==> src/rtl/mbist_pkg.sv <==
package mbist_pkg;
  typedef enum logic [2:0] {
    ST_IDLE, ST_SEL, ST_ACC, ST_WAIT, ST_DONE
  } st_e;

  typedef enum logic [1:0] {
    PH_FILL, PH_VERIFY, PH_CLEAR, PH_ZERO
  } ph_e;

  function automatic logic is_read(ph_e p);
    return (p == PH_VERIFY) || (p == PH_ZERO);
  endfunction
endpackage

==> src/rtl/mbist_seq.sv <==
module mbist_seq
  import mbist_pkg::*;
#(
  parameter int BANKS  = 4,
  parameter int WORDS  = 16,
  parameter int BANK_W = 2,
  parameter int WORD_W = 4
) (
  input  logic              clk,
  input  logic              rst_n,
  input  logic              start,
  input  logic              mismatch,
  output st_e               state,
  output ph_e               phase,
  output logic [BANK_W-1:0] bank,
  output logic [WORD_W-1:0] word,
  output logic              launch
);
  localparam logic [BANK_W-1:0] LAST_BANK = BANK_W'(BANKS - 1);
  localparam logic [WORD_W-1:0] LAST_WORD = WORD_W'(WORDS - 1);

  st_e               nx_state;
  ph_e               nx_phase;
  logic [BANK_W-1:0] nx_bank;
  logic [WORD_W-1:0] nx_word;

  assign launch = start && ((state == ST_IDLE) || (state == ST_DONE));

  // next position after the current word is finished
  always_comb begin
    nx_state = ST_ACC;
    nx_phase = phase;
    nx_bank  = bank;
    nx_word  = word + 1'b1;
    if (word == LAST_WORD) begin
      nx_word  = '0;
      nx_state = ST_SEL;
      if (bank == LAST_BANK) begin
        nx_bank = '0;
        if (phase == PH_ZERO) nx_state = ST_DONE;
        else nx_phase = ph_e'(2'(int'(phase) + 1));
      end else begin
        nx_bank = bank + 1'b1;
      end
    end
  end

  always_ff @(posedge clk or negedge rst_n) begin
    if (!rst_n) begin
      state <= ST_IDLE;
      phase <= PH_FILL;
      bank  <= '0;
      word  <= '0;
    end else begin
      case (state)
        ST_IDLE, ST_DONE: if (launch) begin
          state <= ST_SEL;
          phase <= PH_FILL;
          bank  <= '0;
          word  <= '0;
        end
        ST_SEL: state <= ST_ACC;
        ST_ACC: begin
          if (is_read(phase)) state <= ST_WAIT;
          else begin
            state <= nx_state;
            phase <= nx_phase;
            bank  <= nx_bank;
            word  <= nx_word;
          end
        end
        ST_WAIT: begin
          if (mismatch) state <= ST_DONE;
          else begin
            state <= nx_state;
            phase <= nx_phase;
            bank  <= nx_bank;
            word  <= nx_word;
          end
        end
        default: state <= ST_IDLE;
      endcase
    end
  end


  start_ignored_chk: assert property (@(posedge clk) disable iff (!rst_n)
    (state inside {ST_SEL, ST_ACC, ST_WAIT}) && start |=> state != ST_SEL || $past(state) == ST_WAIT || $past(state) == ST_ACC);
endmodule

==> src/rtl/mbist_pattern.sv <==
module mbist_pattern
  import mbist_pkg::*;
#(
  parameter int BANK_W    = 2,
  parameter int WORD_W    = 4,
  parameter int DATA_W    = 16,
  parameter int SEED_STEP = 'h1000
) (
  input  ph_e               phase,
  input  logic [BANK_W-1:0] bank,
  input  logic [WORD_W-1:0] word,
  output logic [DATA_W-1:0] expect_word
);
  logic [31:0] full;

  always_comb begin
    full = 32'(bank) * 32'(SEED_STEP) + 32'(word);
    if ((phase == PH_FILL) || (phase == PH_VERIFY)) expect_word = full[DATA_W-1:0];
    else expect_word = '0;
  end
endmodule

==> src/rtl/mbist_cmp.sv <==
module mbist_cmp #(
  parameter int BANK_W = 2,
  parameter int WORD_W = 4,
  parameter int DATA_W = 16
) (
  input  logic              clk,
  input  logic              rst_n,
  input  logic              launch,
  input  logic              chk_en,
  input  logic [DATA_W-1:0] rd_data,
  input  logic [DATA_W-1:0] expect_word,
  input  logic [BANK_W-1:0] bank,
  input  logic [WORD_W-1:0] word,
  output logic              mismatch,
  output logic              failed,
  output logic [BANK_W-1:0] fail_bank,
  output logic [WORD_W-1:0] fail_offset
);
  assign mismatch = chk_en && (rd_data != expect_word);

  always_ff @(posedge clk or negedge rst_n) begin
    if (!rst_n) begin
      failed      <= 1'b0;
      fail_bank   <= '0;
      fail_offset <= '0;
    end else if (launch) begin
      failed      <= 1'b0;
      fail_bank   <= '0;
      fail_offset <= '0;
    end else if (mismatch && !failed) begin
      failed      <= 1'b1;
      fail_bank   <= bank;
      fail_offset <= word;
    end
  end


  first_fail_capture_chk: assert property (@(posedge clk) disable iff (!rst_n)
    chk_en && (rd_data != expect_word) && !failed && !launch |=> failed);
endmodule

==> src/rtl/banked_mem_bist.sv <==
module banked_mem_bist
  import mbist_pkg::*;
#(
  parameter int BANKS     = 4,
  parameter int WORDS     = 16,
  parameter int DATA_W    = 16,
  parameter int SEED_STEP = 'h1000,
  localparam int BANK_W   = (BANKS > 1) ? $clog2(BANKS) : 1,
  localparam int WORD_W   = (WORDS > 1) ? $clog2(WORDS) : 1
) (
  input  logic              clk,
  input  logic              rst_n,
  input  logic              start,
  output logic              busy,
  output logic              done,
  output logic              pass_ok,
  output logic [BANK_W-1:0] fail_bank,
  output logic [WORD_W-1:0] fail_offset,
  output logic              bank_load,
  output logic [BANK_W-1:0] bank_idx,
  output logic [WORD_W-1:0] win_addr,
  output logic              wr_en,
  output logic [DATA_W-1:0] wr_data,
  output logic              rd_en,
  input  logic [DATA_W-1:0] rd_data
);
  st_e               state;
  ph_e               phase;
  logic [BANK_W-1:0] bank;
  logic [WORD_W-1:0] word;
  logic              launch, mismatch, failed;
  logic [DATA_W-1:0] expect_word;

  mbist_seq #(.BANKS(BANKS), .WORDS(WORDS), .BANK_W(BANK_W), .WORD_W(WORD_W)) seq_i (
    .clk(clk), .rst_n(rst_n), .start(start), .mismatch(mismatch),
    .state(state), .phase(phase), .bank(bank), .word(word), .launch(launch)
  );

  mbist_pattern #(.BANK_W(BANK_W), .WORD_W(WORD_W), .DATA_W(DATA_W), .SEED_STEP(SEED_STEP)) pat_i (
    .phase(phase), .bank(bank), .word(word), .expect_word(expect_word)
  );

  mbist_cmp #(.BANK_W(BANK_W), .WORD_W(WORD_W), .DATA_W(DATA_W)) cmp_i (
    .clk(clk), .rst_n(rst_n), .launch(launch), .chk_en(state == ST_WAIT),
    .rd_data(rd_data), .expect_word(expect_word), .bank(bank), .word(word),
    .mismatch(mismatch), .failed(failed), .fail_bank(fail_bank), .fail_offset(fail_offset)
  );

  assign busy      = (state == ST_SEL) || (state == ST_ACC) || (state == ST_WAIT);
  assign done      = (state == ST_DONE);
  assign pass_ok   = done && !failed;
  assign bank_load = (state == ST_SEL);
  assign bank_idx  = bank;
  assign win_addr  = word;
  assign wr_en     = (state == ST_ACC) && !is_read(phase);
  assign rd_en     = (state == ST_ACC) && is_read(phase);
  assign wr_data   = expect_word;


  load_then_access_chk: assert property (@(posedge clk) disable iff (!rst_n)
    bank_load |=> (wr_en || rd_en));

  no_dual_access_chk: assert property (@(posedge clk) disable iff (!rst_n)
    !(wr_en && rd_en));

  read_gap_chk: assert property (@(posedge clk) disable iff (!rst_n)
    rd_en |=> !rd_en && !wr_en);

  done_hold_chk: assert property (@(posedge clk) disable iff (!rst_n)
    done && !start |=> done);

  fail_stable_chk: assert property (@(posedge clk) disable iff (!rst_n)
    done && !start |=> $stable(fail_bank) && $stable(fail_offset));

  pass_needs_done_chk: assert property (@(posedge clk) disable iff (!rst_n)
    pass_ok |-> done);
endmodule

==> config.mk <==
export PLATFORM = sky130hd
export DESIGN_NAME = banked_mem_bist
export DESIGN_NICKNAME = d
export VERILOG_FILES = /design/src/rtl/mbist_pkg.sv /design/src/rtl/mbist_seq.sv /design/src/rtl/mbist_pattern.sv /design/src/rtl/mbist_cmp.sv /design/src/rtl/banked_mem_bist.sv
export SDC_FILE = /design/constraint.sdc
export NUM_CORES = 1
export LEC_CHECK = 0
export ABC_CLOCK_PERIOD_IN_PS = 2000
export BUFFER_PORTS_ARGS = -buffer_cell sky130_fd_sc_hd__buf_2
export CELL_PAD_IN_SITES_DETAIL_PLACEMENT = 0
export CELL_PAD_IN_SITES_GLOBAL_PLACEMENT = 1
export CORE_ASPECT_RATIO = 0.7
export CORE_MARGIN = 10
export CORE_UTILIZATION = 31
export CTS_BUF_LIST = sky130_fd_sc_hd__clkbuf_16
export DETAILED_ROUTE_END_ITERATION = 8
export HOLD_SLACK_MARGIN = 0.08
export PLACE_DENSITY_LB_ADDON = 0.1
export SLEW_MARGIN = 40
export SYNTH_ARGS = -nofsm -noshare
export SYNTH_HDL_FRONTEND = slang
export SYNTH_SLANG_ARGS = --single-unit
==> constraint.sdc <==
create_clock -name clk -period 2 [get_ports clk]
set_input_delay 0 -clock clk [delete_from_list [all_inputs] [get_ports clk]]
set_output_delay 0 -clock clk [all_outputs]
set_load 0.02 [all_outputs]
## Word level (Yosys, flattened, before mapping)

Cells that the tools add are included.

| word-level totals | value |
|---|---|
| register bits after elaboration | 18 |
| bits in latches | 0 |
| RAM bits | 0 |
| ROM bits | 0 |
| bits of input ports | 19 |
| output and inout port bits | 34 |
| logic and storage cells | 73 |
| memories | 0 |

| operators by class | value |
|---|---|
| add/subtract/negate cells | 4 |
| multipliers | 0 |
| divide/modulo/power cells | 0 |
| $lt $le $gt $ge | 0 |
| equality and inequality tests | 12 |
| shift operators | 0 |
| multiplexer cells | 31 |
| bitwise operators | 0 |
| reduce and logical (&&, ||, !) cells | 19 |

Operators by type and width:

| cell | count |
|---|---|
| $mux 2 | 12 |
| $mux 4 | 6 |
| $mux 3 | 6 |
| $mux 16 | 1 |
| $ne 16x16->1 | 1 |
| $add 14x4->15 | 1 |
| $pmux 2 s3 | 2 |
| $pmux 3 s4 | 1 |
| $pmux 4 s3 | 1 |
| $eq 3x2->1 const B | 2 |
| $logic_and 1x1->1 | 6 |
| $logic_or 1x1->1 | 5 |
| $add 2x1->2 const B | 2 |
| $add 4x1->4 const B | 1 |
| $eq 2x2->1 const B | 2 |
| $eq 4x4->1 const B | 1 |
| $ne 2x2->1 const B | 2 |
| $reduce_and 4->1 | 1 |
| $eq 3x1->1 const B | 1 |
| $eq 3x3->1 const B | 1 |
| $logic_not 3->1 | 1 |
| $reduce_bool 3->1 | 1 |
| $eq 2x1->1 const B | 1 |
| $logic_not 1->1 | 2 |
| 5 further kinds | 6 |

## Depth between registers and ports, before layout

| depth | value |
|---|---|
| word-level depth | 8 |
| depth in mapped cells | 10 |
| depth with buffers taken out | 8 |

## Modules after synthesis

From an unflattened synthesis, not the netlist that was laid out.

| second synthesis, totals | value |
|---|---|
| cells, all modules | 140 |
| area, all modules | 1,378.8 um2 |

By module, submodules not included:

| module | instances | cells each | area an instance (um2) | seq. area each (um2) |
|---|---|---|---|---|
| mbist_seq | 1 | 65 | 661.9 | 275.3 |
| mbist_cmp | 1 | 51 | 523.0 | 175.2 |
| mbist_pattern | 1 | 17 | 116.4 | 0.0 |
| banked_mem_bist | 1 | 7 | 77.6 | 0.0 |

## Least setup slack after synthesis

Ideal clock, no wire load.

| timing path | value |
|---|---|
| path type | register to register |
| from | register seq_i.word[0] |
| to | register seq_i.word[3] |
| setup time | 0.069 ns |
| arrival time | 1.965 ns |
| slack | -0.034 ns |
| cell stages (with the launch flop) | 7 |
| path buffers | 0 |
| cell sequence | dfrtp_1 -> nor2b_1 -> o221a_1 -> a31oi_1 -> nand3b_4 -> or4_1 -> nand3_1 |

| on the way | value |
|---|---|
| word-level cells in the longest chain between the ends | 6 |

Ends and longest elaborated chain:

| what | RTL line | source |
|---|---|---|
| from (decl) | mbist_seq.sv:16 | `output logic [WORD_W-1:0] word,` |
| from (signal assigned) | mbist_seq.sv:69 | `word <= nx_word;` |
| from (signal assigned) | mbist_seq.sv:78 | `word <= nx_word;` |
| $add 14x4->15 | mbist_pattern.sv:17 | `full = 32'(bank) * 32'(SEED_STEP) + 32'(word);` |
| $mux 16 | mbist_pattern.sv:18 | `if ((phase == PH_FILL) \|\| (phase == PH_VERIFY)) expect_word = full[DATA_W-1:0];` |
| named net wr_data[0] | banked_mem_bist.sv:23 | `output logic [DATA_W-1:0] wr_data,` |
| $ne 16x16->1 | mbist_cmp.sv:19 | `assign mismatch = chk_en && (rd_data != expect_word);` |
| $logic_and 1x1->1 | mbist_cmp.sv:19 |  |
| $ne 2x2->1 (no line) | -- |  |
| $reduce_and 4->1 (no line) | -- |  |

The timed path passes the listed nets, and every way through them passes these cells. The select of a mux whose other input is x is not followed.
A chain may end at the register's enable or synchronous reset.

## Final worst setup path

| timing path | value |
|---|---|
| from | register seq_i.phase[1] |
| to | register seq_i.word[3] |

| on the way | value |
|---|---|
| word-level cells in the longest chain between the ends | 7 |

Ends and longest elaborated chain:

| what | RTL line | source |
|---|---|---|
| from (decl) | mbist_seq.sv:14 | `output ph_e phase,` |
| from (signal assigned) | mbist_seq.sv:67 | `phase <= nx_phase;` |
| from (signal assigned) | mbist_seq.sv:76 | `phase <= nx_phase;` |
| $eq 2x1->1 / $logic_not 2->1 (equally long branches) | mbist_pkg.sv:11, mbist_pattern.sv:18 |  |
| $logic_or 1x1->1 | mbist_pattern.sv:18 |  |
| $mux 16 | mbist_pattern.sv:18 |  |
| $ne 16x16->1 | mbist_cmp.sv:19 |  |
| $logic_and 1x1->1 | mbist_cmp.sv:19 |  |
| $ne 2x2->1 (no line) | -- |  |
| $reduce_and 4->1 (no line) (*) | -- |  |

Mark *: on every way between the ends. The rest lies on a longest branch, timed or not.

==> run_results.csv <==
group,metric,value,unit
place,placed_cells,257,
yosys,synthDistinctLibCells,39,
layout,regArea,451.7,um^2
layout,num-fill-cells,405,
pwr,power,2057,uW
yosys,syn_area_per_cell,8.377,um^2
yosys,yosys-top-cells-count,"dfrtp_1 (18), nand2_1 (17), inv_1 (13), nor2_1 (13)",
clock_network,cts_tree,"built",
yosys,synth_most_common_cell,"dfrtp_1",
layout,multi_input_area,737.0,um^2
clock_network,clk_path_buf_depth,2,
job,cap_violations,0,
place,gp_congestion,0.8673,
global_route,grt_start_max_net_pins,19,
yosys,seq_area_frac_synth,34.92,%
drt,antenna_left,0,
floorplan,core,0.003970,mm^2
sta,skew,0.004996,ns
place,numPortBuffers,42,
floorplan,pin_count,53,
setup_path,path_delay_family,"simple AND/OR/NAND/NOR gates",
sta,finalSetupViolations,0,
clock_network,clk_latency,0.25,ns
yosys,ys_async_sr_fraction,100.0,%
setup_path,r2r_slack,0.1,ns
yosys,synth_edf_count,0,
setup_path,path_cells,"buf_6, ha_1, nor2_2, o21ai_1, nand2_1, nand3b_4, or4_1, nand3_1",
setup_path,arrival,2.09,ns
floorplan,fp-row-count,19,
setup_path,max_stage_delay,0.46,ns
yosys,synthTopCellsByArea,"dfrtp_1 (35%), buf_4 (6.4%), nand2_1 (4.9%)",
floorplan,initial_core_util,32.49,%
clock_network,path_clk_slew,0.06,ns
layout,design_area,0.001767,mm^2
setup_path,cp.required,2.19,ns
setup_path,crit_path_start_kind,"register",
global_route,antenna_found_initial,0,
global_route,grt_pass1_vias,1331,
pwr,cellLeakagePower,0.0009435,uW
yosys,synth_warnings,0,
floorplan,die_width,97.10,um
yosys,synth_ff_type,"dfrtp_1",
global_route,grt_usage,11.00,%
yosys,synth_top_cell_area_share,34.92,%
sta,fmax,525.5,MHz
clock_network,root_buffer,"clkbuf_16",
setup_path,worstSetupPathType,"reg2reg",
setup_path,crit_path_max_fanout,7,
drt,first_pass_iters,4,
layout,syn2layout_area_growth,36.95,%
yosys,postSynthCellCount,154,
yosys,ys_ff_latch,18,
layout,diodes,0,
sta,drv_slew,0,
sta,fin_crit,1.903,ns
floorplan,die_y,73.97,um
worst_hold_path,worst_hold_path_type,"in2async",
setup_path,worst_path_max_delay_cell,"or4_1",
clock_network,clock-sinks,18,
clock_network,cts_buffers,3,
setup_path,path_buf_inv,1,
layout,drive_gt1_share,35.21,%
place,place_hpwl,3.202,mm
yosys,mappedNetlistArea,0.001290,mm^2
layout,nNetsFinal,238,
yosys,yosys.area.top_type,"dfrtp_1",
drt,vias_per_cell,4.838,
global_route,grt.overflow.total,0,
layout,fin_cells,265,
run_status,outcome,"completed",
floorplan,fp.dieArea,0.007182,mm^2
sta,hold_violations,0,
drt,via_count,1282,
global_route,grt_pass1_wl,6.479,mm
place,place_area,0.001634,mm^2
setup_path,critPathCaptureType,"register",
pwr,cellPowerDensity,1164,mW/mm^2
pwr,peakVddDrop,0.6230,mV
drt,drt_wl_total,3.958,mm
drt,drc,0,
sta,period_share,95.15,%
clock_network,htreeDepth,1,
drt,drtIter0Drc,87,
drt,wl_per_cell,14.94,um
[layout make-up]
| class | count | share of cell area, % |
|---|---|---|
| multi-input combinational | 116 | 41.71 |
| sequential | 18 | 25.57 |
| timing repair buffer | 63 | 22.03 |
| clock buffer | 3 | 4.249 |
| tap | 52 | 3.683 |
| inverter | 13 | 2.762 |
[stage by stage]
step	hold WS (ns)	util [%]	setup TNS [ns]	setup WS (ns)
6_report	0.2217	44.50	0	0.09706
5_1_grt	0.2791	44.50	-0.02101	-0.02101
4_1_cts	0.2351	43.59	0	0.02343
2_1_floorplan	-0.2956	-	0	0.07983
3_5_place_dp	-0.03290	41.16	-0.03326	-0.02059
3_3_place_gp	-0.03152	41.16	0	0.04992
[worst reg2reg max path, stage by stage (launching register included)]
cell,delay (ns)
dfrtp_2,0.45
buf_6,0.16
ha_1,0.21
nor2_2,0.14
o21ai_1,0.08
nand2_1,0.16
nand3b_4,0.09
or4_1,0.46
nand3_1,0.09
[report_power, final]
group | leakage, uW | internal [uW] | switching (uW)
Combinational | 0.000664 | 462 | 665
Clock | 0.0000370 | 263 | 137
Sequential | 0.000242 | 451 | 79.3
Total | 0.000943 | 1180 | 881
[routing by layer]
layer / vias to the layer above / global-route usage [%] / share of wire, %
li1: 632 / - / -
met1: 610 / 12.84 / 46
met2: 38 / 18.86 / 46
met3: 2 / 5.088 / 7.9
met4: 0 / 1.305 / 0.10
met5: - / 0 / 0
[sequential cells by signal, summed over array words and instances (netlist names)]
name and flops:
cmp_i.fail_offset 4, seq_i.word 4, seq_i.state 3, cmp_i.fail_bank 2, seq_i.bank 2, seq_i.phase 2, cmp_i.failed 1
[repair_timing]
action	CTS	global route
pin swaps	0	1
setup buffers	0	3
hold buffers	2	0
endpoints found under the setup margin	3	10
endpoints found under the hold margin	19	0
gates resized for setup	1	8
[final timing paths]
path | from | endpoint | cells after the start
setup / recovery | seq_i.phase[1] | seq_i.word[3] | 8
min in group clk | rd_data[7] | seq_i.word[0] | 6
hold / removal | rst_n | seq_i.phase[0] | 2
setup reg to reg | seq_i.phase[1] | seq_i.word[3] | 8
max in group asynchronous | rst_n | seq_i.phase[1] | 2
hold reg to reg | cmp_i.fail_bank[1] | cmp_i.fail_bank[1] | 2
[logic make-up after synthesis]
| family | count (synthesis) | share of synthesized area, % |
|---|---|---|
| simple gates | 63 | 26.77 |
| compound gates | 31 | 16.39 |
| buf+inv | 29 | 11.74 |
| flops | 18 | 34.92 |
| mux | 6 | 4.656 |
| fa+ha+maj | 4 | 3.880 |
| xor+xnor | 2 | 1.358 |
| other cells | 1 | 0.2907 |
[layout by cell type (no fill, tap or decap), types with 2 or more instances in the layout]
cell type / instances
nand3_1: 9
nand3b_1: 3
inv_1: 13
o21ai_2: 2
a31oi_1: 2
conb_1: 10
clkbuf_16: 3
and3_1: 2
nor2b_1: 4
xor2_1: 2
nor2_1: 12
a21oi_1: 4
nor4_1: 2
buf_4: 17
mux2i_1: 6
dfrtp_1: 17
nand2_1: 17
o21bai_1: 2
buf_2: 42
o22a_1: 2
ha_1: 4
nand4bb_1: 2
dlygate4sd3_1: 2
o21ai_1: 4
nor2b_2: 2
o21ai_0: 8
Note: power is estimated with default switching activity, not from simulation.
